--- src/rtl/pcgen_pkg.sv ---
package pcgen_pkg;
  localparam int unsigned PC_W   = 13;
  localparam int unsigned MEM_AW = 12;
  localparam int unsigned TGT_W  = 11;
  localparam int unsigned LAT_W  = 5;
  localparam int unsigned STK_D  = 8;
  localparam logic [PC_W-1:0] RST_VEC = 13'h0000;
  localparam logic [PC_W-1:0] IRQ_VEC = 13'h0004;

  typedef enum logic [2:0] {
    SEL_HOLD, SEL_SEQ, SEL_LOW, SEL_JMP, SEL_RET, SEL_VEC
  } pc_sel_e;
endpackage

--- src/rtl/pcgen_stack.sv ---
module pcgen_stack #(
  parameter int unsigned W = 13,
  parameter int unsigned D = 8   // power of two, pointer wraps freely
) (
  input  logic         clk_i,
  input  logic         rst_ni,
  input  logic         push_i,
  input  logic         pop_i,
  input  logic [W-1:0] push_d_i,
  output logic [W-1:0] top_o
);
  localparam int unsigned PTR_W = $clog2(D);

  logic [PTR_W-1:0] ptr_q;
  logic [PTR_W-1:0] rd_idx;
  logic [W-1:0]     mem_q [D];

  assign rd_idx = ptr_q - 1'b1;
  assign top_o  = mem_q[rd_idx];

  always_ff @(posedge clk_i or negedge rst_ni) begin
    if (!rst_ni)     ptr_q <= '0;
    else if (push_i) ptr_q <= ptr_q + 1'b1;
    else if (pop_i)  ptr_q <= ptr_q - 1'b1;
  end

  for (genvar g = 0; g < D; g++) begin : g_ent
    always_ff @(posedge clk_i or negedge rst_ni) begin
      if (!rst_ni)                                   mem_q[g] <= '0;
      else if (push_i && ptr_q == PTR_W'(g))         mem_q[g] <= push_d_i;
    end
  end


  push_pop_excl_chk: assert property (@(posedge clk_i) disable iff (!rst_ni)
    !(push_i && pop_i));

  push_adv_chk: assert property (@(posedge clk_i) disable iff (!rst_ni)
    push_i |=> ptr_q == $past(ptr_q) + 1'b1);

  pop_back_chk: assert property (@(posedge clk_i) disable iff (!rst_ni)
    (pop_i && !push_i) |=> ptr_q == $past(ptr_q) - 1'b1);

  push_top_chk: assert property (@(posedge clk_i) disable iff (!rst_ni)
    push_i |=> top_o == $past(push_d_i));
endmodule

--- src/rtl/pcgen_next.sv ---
module pcgen_next
  import pcgen_pkg::*;
#(
  parameter int unsigned PW = PC_W,
  parameter int unsigned TW = TGT_W,
  parameter int unsigned LW = LAT_W
) (
  input  logic          adv_i,
  input  logic          jump_i,
  input  logic          call_i,
  input  logic          ret_i,
  input  logic          irq_i,
  input  logic          low_we_i,
  input  logic [TW-1:0] target_i,
  input  logic [7:0]    low_d_i,
  input  logic [LW-1:0] latch_i,
  input  logic [PW-1:0] pc_i,
  input  logic [PW-1:0] stack_top_i,
  output logic [PW-1:0] pc_d_o,
  output logic          push_o,
  output logic          pop_o,
  output logic          nonseq_o
);
  localparam int unsigned PG_W = PW - TW;

  pc_sel_e sel;

  always_comb begin
    if      (irq_i)           sel = SEL_VEC;
    else if (ret_i)           sel = SEL_RET;
    else if (call_i || jump_i) sel = SEL_JMP;
    else if (low_we_i)        sel = SEL_LOW;
    else if (adv_i)           sel = SEL_SEQ;
    else                      sel = SEL_HOLD;
  end

  always_comb begin
    unique case (sel)
      SEL_VEC:  pc_d_o = IRQ_VEC;
      SEL_RET:  pc_d_o = stack_top_i;
      SEL_JMP:  pc_d_o = {latch_i[LW-1 -: PG_W], target_i};
      SEL_LOW:  pc_d_o = {latch_i, low_d_i};
      SEL_SEQ:  pc_d_o = pc_i + 1'b1;
      default:  pc_d_o = pc_i;
    endcase
  end

  assign push_o   = irq_i || (!ret_i && call_i);
  assign pop_o    = !irq_i && ret_i;
  assign nonseq_o = sel inside {SEL_VEC, SEL_RET, SEL_JMP, SEL_LOW};
endmodule

--- src/rtl/pcgen_top.sv ---
module pcgen_top
  import pcgen_pkg::*;
#(
  parameter int unsigned PW = PC_W,
  parameter int unsigned AW = MEM_AW,
  parameter int unsigned TW = TGT_W,
  parameter int unsigned LW = LAT_W,
  parameter int unsigned SD = STK_D
) (
  input  logic          clk_i,
  input  logic          rst_ni,
  input  logic          adv_i,
  input  logic          jump_i,
  input  logic          call_i,
  input  logic          ret_i,
  input  logic          irq_i,
  input  logic [TW-1:0] target_i,
  input  logic          low_we_i,
  input  logic [7:0]    low_d_i,
  input  logic          latch_we_i,
  input  logic [LW-1:0] latch_d_i,
  output logic [PW-1:0] pc_o,
  output logic [AW-1:0] fetch_addr_o,
  output logic          flush_o
);
  logic [PW-1:0] pc_q, pc_d, stack_top;
  logic [LW-1:0] latch_q;
  logic          push, pop, nonseq, flush_q;

  pcgen_next #(.PW(PW), .TW(TW), .LW(LW)) next_i (
    .adv_i, .jump_i, .call_i, .ret_i, .irq_i, .low_we_i,
    .target_i, .low_d_i,
    .latch_i     (latch_q),
    .pc_i        (pc_q),
    .stack_top_i (stack_top),
    .pc_d_o      (pc_d),
    .push_o      (push),
    .pop_o       (pop),
    .nonseq_o    (nonseq)
  );

  pcgen_stack #(.W(PW), .D(SD)) stack_i (
    .clk_i, .rst_ni,
    .push_i   (push),
    .pop_i    (pop),
    .push_d_i (pc_q),
    .top_o    (stack_top)
  );

  always_ff @(posedge clk_i or negedge rst_ni) begin
    if (!rst_ni) begin
      pc_q    <= RST_VEC;
      latch_q <= '0;
      flush_q <= 1'b0;
    end else begin
      pc_q    <= pc_d;
      flush_q <= nonseq;
      if (latch_we_i) latch_q <= latch_d_i;
    end
  end

  assign pc_o         = pc_q;
  assign fetch_addr_o = pc_q[AW-1:0];
  assign flush_o      = flush_q;


  irq_vec_chk: assert property (@(posedge clk_i) disable iff (!rst_ni)
    irq_i |=> pc_o == IRQ_VEC);

  flush_set_chk: assert property (@(posedge clk_i) disable iff (!rst_ni)
    (irq_i || ret_i || call_i || jump_i || low_we_i) |=> flush_o);

  flush_clr_chk: assert property (@(posedge clk_i) disable iff (!rst_ni)
    !(irq_i || ret_i || call_i || jump_i || low_we_i) |=> !flush_o);

  seq_inc_chk: assert property (@(posedge clk_i) disable iff (!rst_ni)
    (adv_i && !(irq_i || ret_i || call_i || jump_i || low_we_i))
      |=> pc_o == $past(pc_o) + 1'b1);

  jump_page_chk: assert property (@(posedge clk_i) disable iff (!rst_ni)
    (jump_i && !irq_i && !ret_i)
      |=> pc_o[TW-1:0] == $past(target_i) && pc_o[PW-1:TW] == $past(latch_q[LW-1 -: PW-TW]));

  fetch_map_chk: assert property (@(posedge clk_i) disable iff (!rst_ni)
    fetch_addr_o == pc_o[AW-1:0]);
endmodule

--- config.mk ---
export PLATFORM = sky130hd
export DESIGN_NAME = pcgen_top
export DESIGN_NICKNAME = d
export VERILOG_FILES = /design/src/rtl/pcgen_pkg.sv /design/src/rtl/pcgen_stack.sv /design/src/rtl/pcgen_next.sv /design/src/rtl/pcgen_top.sv
export SDC_FILE = /design/constraint.sdc
export NUM_CORES = 1
export LEC_CHECK = 0
export ABC_AREA = 1
export ABC_CLOCK_PERIOD_IN_PS = 2450
export BUFFER_PORTS_ARGS = -buffer_cell sky130_fd_sc_hd__buf_2
export CELL_PAD_IN_SITES_DETAIL_PLACEMENT = 1
export CELL_PAD_IN_SITES_GLOBAL_PLACEMENT = 2
export CORE_ASPECT_RATIO = 0.9
export CORE_MARGIN = 3
export CORE_UTILIZATION = 30
export DETAILED_ROUTE_END_ITERATION = 7
export GPL_TIMING_DRIVEN = 0
export PLACE_DENSITY = 0.79
export REMOVE_ABC_BUFFERS = 1
export SYNTH_ARGS = -nofsm -noshare
export SYNTH_HDL_FRONTEND = slang
export SYNTH_SLANG_ARGS = --single-unit
--- constraint.sdc ---
create_clock -name clk_i -period 2.45 [get_ports clk_i]
set_clock_uncertainty 0.15 [all_clocks]
set_input_delay 0.3675 -clock clk_i [delete_from_list [all_inputs] [get_ports clk_i]]
set_output_delay 0.3675 -clock clk_i [all_outputs]
set_load 0.01 [all_outputs]
# Yosys cells after proc, flatten, opt, wreduce, memory -nomap -nowiden
# Index checks and enable logic that the tools add are counted.
[totals] reg_bits=126 in_bits=33 out_inout_bits=26
[op_classes] addsub=3 eq_ne=12 n_lt_le_gt_ge=1 bitwise_logic=1 muxes=11 reduce_logical=18
[ops] op="one-hot mux 13 bit (5 select lines)" count=1
[ops] op="binary-select mux 13 bit (select 3 bit)" count=1
[ops] op="2-to-1 mux 13 bit" count=2
[ops] op="equality test 3 bit, second input constant" count=6
[ops] op="2-to-1 mux 3 bit" count=6
[ops] op="adder 13 x 1 -> 13 bit, second input constant" count=1
[ops] op="equality test 3 x 2 -> 1 bit, second input constant" count=4
[ops] op="logical AND 1 bit" count=10
[ops] op="equality test 3 x 1 -> 1 bit, second input constant" count=2
[ops] op="nonzero test 5 bit" count=1
[ops] op="greater-or-equal comparator 4 bit, second input constant" count=1
[ops] op="NOT 3 -> 4 bit" count=1
[ops] op="nonzero test 4 bit" count=1
[ops] op="adder 3 x 1 -> 3 bit, second input constant" count=1
[ops] op="logical NOT 3 bit" count=1
[ops] op="subtractor 3 x 1 -> 3 bit, second input constant" count=1
[ops] op="logical NOT 1 bit" count=2
[ops] op="logical OR 1 bit" count=2
[ops] op="nonzero test 2 bit" count=1
[ops] op="2-to-1 mux 1 bit" count=1

# Longest topological paths before layout
[logic_depth] ltp_word=7 ltp_mapped=13 ltp_nobuf=11

# Modules after synthesis
# From an unflattened synthesis, not the netlist that was laid out.
[hier_totals] cells_unflattened=943 hier_area_um2=7000.5
[modules_own_cells] mod="pcgen_stack" instances=1 area_each_um2=5512.8 cells_each=720
[modules_own_cells] mod="pcgen_next" instances=1 area_each_um2=862.1 cells_each=176
[modules_own_cells] mod="pcgen_top" instances=1 area_each_um2=625.6 cells_each=47

# Worst setup path after synthesis
# OpenSTA, ideal clock, no wires.
[synth_path] kind="register to register" start="register stack_i.ptr_q[0]" end="register pc_q[11], in the netlist pc_o[11]" n_path_buf=3 stages_incl_launch_ff=14 path_slack_ps=70 synth_period_minus_slack_ps=2380 arrival_ps=2105 required_time_ps=2175 setup_time_ps=125 path_cell_list="dfrtp_1 -> buf_2 -> inv_2 -> clkbuf_1 -> ha_1 -> inv_1 -> buf_1 -> nor2_1 -> o21ai_0 -> nand2_1 -> nand2_1 -> nand2_1 -> nor2_1 -> nand3_1"
[synth_via] elab_chain_cells=6
[synth_rtl] item="from (decl)" line_no="pcgen_stack.sv:14" source="logic [PTR_W-1:0] ptr_q;"
[synth_rtl] item="from (signal assigned)" line_no="pcgen_stack.sv:23" source="else if (push_i) ptr_q <= ptr_q + 1'b1;"
[synth_rtl] item="from (signal assigned)" line_no="pcgen_stack.sv:24" source="else if (pop_i) ptr_q <= ptr_q - 1'b1;"
[synth_rtl] item="subtractor 3 x 1 -> 3 bit" line_no="pcgen_stack.sv:18" source="assign rd_idx = ptr_q - 1'b1;"
[synth_rtl] item="NOT 3 -> 4 bit (not written as such)" line_no="pcgen_stack.sv:19" source="assign top_o = mem_q[rd_idx];"
[synth_rtl] item="binary-select mux 13 bit (select 3 bit)" line_no="pcgen_stack.sv:19"
[synth_rtl] item="2-to-1 mux 13 bit (not written as such) (2 in series)" line_no="pcgen_stack.sv:19"
[synth_rtl] item="one-hot mux 13 bit (5 select lines)" line_no="pcgen_next.sv:38" source="unique case (sel)"
[synth_rtl] item="to (signal assigned)" line_no="pcgen_top.sv:56" source="pc_q <= pc_d;"
[synth_rtl] item="to (decl)" line_no="pcgen_top.sv:26" source="logic [PW-1:0] pc_q, pc_d, stack_top;"
# Every way passes these cells. The select of a mux whose other input is x is not followed.
# A chain may end at the register's enable or synchronous reset.

# Worst setup path after layout
[layout_path] start="register stack_i.ptr_q[0]" end="register pc_q[2], in the netlist pc_o[2]"
# The elaborated chain is that of the path after synthesis.

==> reports/qor.txt <==
# clock sinks: 126
Sequential share of power: 32.7%
Clk buf depth: 2
Reg2Reg Launch Point: stack_i.ptr_q[0]
Routability congestion estimate from global placement: 0.794
Core Footprint: 20400 µm²
Total power: 10800 µW
Final setup vio count: 0
DRC: 0
Crit path arrival time: 2.46 ns
Die span in y: 144 µm
Final WS setup: 0.184 ns
Detailed-route via count: 5644
H-tree depth: 4
WL final: 21200 µm
Post-Syn Area: 6340 µm²
Drt pass-1 iters: 5
FP Rows: 49
CTS clk-pin slew, worst paths: 0.06 ns
Final Non-Filler Cells: 1169
Syn. warnings: 0
Area contributors post-synth: dfrtp_1 50%, nand2_1 13%, o21ai_0 12%
Final #Nets: 918
Clock Tree Root: clkbuf_16
Worst-Margin Slew: 0.943 ns
Post-Synthesis Cells: 822
Mapped Avg Cell Area: 7.71 µm²
Vias in the first global route: 5677
Slowest CP cell: dfrtp_4
Die W: 159 µm
Worst Hold Class: in2reg
Met3 capacity usage during global routing: 3.72%
Distinct cells, synth: 29
Fraction of layout cells with a size suffix above 1: 15.5%
Initial core utilization: 31.2%
CP max FO: 28
Most numerous cell on the critical path: nand2_1
Worst skew pair latency: 0.42 ns
Pwr per Cell Area: 1410 nW/µm²
Pint: 6270 µW
Via density: 4.83
Req. time, crit path: 2.64 ns
Startpoint types: flop
# diodes: 0
TritonCTS Buffers: 17
GR met1 Demand/Resource: 25.6%
Number of synthesized register bits: 126
Max IR drop VDD: 0.000451 V
Grt total ovfl: 0
Gr usage total: 18.9%
Net switching power: 4570 µW
Global-route wire length before repair: 33200 µm
Worst Hold Margin: 0.0163 ns
Outcome: complete, no violations
Final HPWL DP: 12600 µm
Max cap viols: 0
Sw frac: 42.1%
GRT busiest layer: met2
Sequential area share after synthesis: 49.7%
Post-layout util: 37.8%
Initial antenna violation count: 0
Post-layout min period: 2.27 ns
Largest stage delay on the critical path: 0.50 ns
Die ar.: 22900 µm²
CP startpoint: stack_i.ptr_q[0]
Setup Slack @ Placement: -1.88 ns
Synth-to-Final Area Change: 21.4%
Final hold violations: 0
Post-synthesis cell type with the largest combined area: dfrtp_1
Critical path class: reg2reg
WL per Instance: 18.2 µm
Crit path capture type: flop
Worst Hold Launch: latch_d_i[0]
Top cell type's share of synthesized area: 49.7%
Largest net degree at the start of global routing: 75
Fin crit share: 92.5%
Clock power share: 22.8%
Layout filler cell count: 2508
CTS tree: built
Post-route ant nets: 0
Worst relative slew slack: 37.1%
IO buf count: 58
Placed cells: 1113
Detailed Route Iter0 Violations: 289
GR Layer Usage met2: 30.9%
I/O Pins: 59
Fmax: 0.441 GHz
Pins over their slew limit: 0
Logic pwr share: 44.4%
Critical-path cell list: buf_16 > clkinv_16 > ha_1 > inv_1 > nand2_1 > nand2_4 > buf_4 > nor2_4 > nand2_1 > nand2_1 > nor2_1 > a21oi_1
Unrepaired setup endpoints after global routing: false
Pleak: 0.00369 µW
## critical path: cells and delay by family, from the launching register on
family | cells | cell delay [ns]
adders and majority gates | 1 | 0.17
buffers and inverters | 4 | 0.47
AOI/OAI and AO/OA | 1 | 0.11
DFF | 1 | 0.50
and+or+nand+nor | 6 | 0.75
## cells by family (layout without fill, tap and decap cells)
family | Yosys count | count (layout) | share of synthesized area, %
adder cells (fa/ha/maj) | 8 | 8 | 1.58
flip-flops | 126 | 126 | 49.7
XOR/XNOR | 3 | 3 | 0.414
AND/OR/NAND/NOR | 403 | 403 | 26.3
buffers and inverters | 99 | 166 | 6.98
multiplexers | 2 | 2 | 0.355
AO/OA/AOI/OAI | 181 | 181 | 14.7
## state kept, by name, indices dropped and copies added (netlist names)
name	cells
latch_q	5
flush_o	1
pc_o	13
stack_i.ptr_q	3
stack_i.mem_q	104
## area by class of cell
| type | instances | area [µm²] | share of cell area, % |
|---|---|---|---|
| multi-input cells | 597 | 2780 | 36.1 |
| flip-flops and latches | 126 | 3160 | 41.0 |
| repair inverters | 1 | 11.3 | 0.146 |
| clock buffers | 25 | 526 | 6.83 |
| well taps | 280 | 350 | 4.55 |
| inverters | 50 | 221 | 2.88 |
| clock inverters | 6 | 55.1 | 0.715 |
| repair buffers | 84 | 597 | 7.75 |
## cell usage after synthesis, drive strengths merged
master / instances
clkinv: 1
mux2: 2
a21boi: 1
ha: 8
buf: 26
nand3: 49
o211ai: 6
nor3: 2
nand2: 228
nor2: 122
a21oi: 7
o21a: 1
nand4: 2
a211o: 1
o21ai: 165
clkbuf: 23
xor2: 3
inv: 49
dfrtp: 126
## placed cells by master (no fill, tap or decap), types with 2 or more instances in the layout
cell type	instances
o211ai_1	6
clkinv_2	5
buf_4	16
o21ai_0	156
buf_6	3
nor2_1	116
inv_1	45
nand3_2	7
clkinvlp_4	2
o21ai_1	9
ha_1	7
nand2_2	3
nor2_2	2
a21oi_1	6
mux2_2	2
clkbuf_16	18
buf_2	57
nand2_1	224
nand3_1	42
nand4_1	2
dlygate4sd3_1	3
xor2_1	3
nor3_1	2
dfrtp_1	125
buf_16	3
nor2_8	2
nor2_4	2
clkbuf_8	7
## stage by stage
stage	TNS [ns]	instance area, µm²
detailed placement	-61.31	6790
global route	0	7700
CTS	0	7580
floorplan	-24.60	6090
global placement	-330.20	6730
finish	0	7700
## power groups by stage
stage	clock (µW)	combinational, µW	sequential, µW
finish	2480	4820	3550
detailed placement	0	3950	3630
global route	2630	5440	3680
global placement	0	3750	3690
CTS	2540	4610	3540
floorplan	0	2460	3550
## timing repair
action	in CTS	in global routing
gates resized for setup	12	3
hold buffers	3	0
hold endpoints to repair	54	0
pin swaps	2	1
setup endpoints to repair	67	22
cloned	0	2
buffers inserted	12	8
## layer usage
| layer | share of wire [%] | routed length, µm | vias to the layer above |
|---|---|---|---|
| met5 | 0 | 0 | - |
| met4 | 1.9 | 399 | 0 |
| met3 | 3.3 | 702 | 26 |
| met2 | 47 | 10000 | 96 |
| met1 | 48 | 10100 | 2766 |
| li1 | - | - | 2756 |
## path summary, 6_finish.rpt
path | endpoint | slack, ns | cells past startpoint
worst min-delay path | latch_q[0] | 0.02 | 3
worst min register to register | stack_i.mem_q[65] | 0.33 | 2
worst max-delay path | pc_o[2] | 0.18 | 12
max in group asynchronous | stack_i.ptr_q[0] | 1.06 | 3
min in group asynchronous | stack_i.mem_q[41] | 0.32 | 2
worst max register to register | pc_o[2] | 0.18 | 12
(Power assumes the default switching activity.)
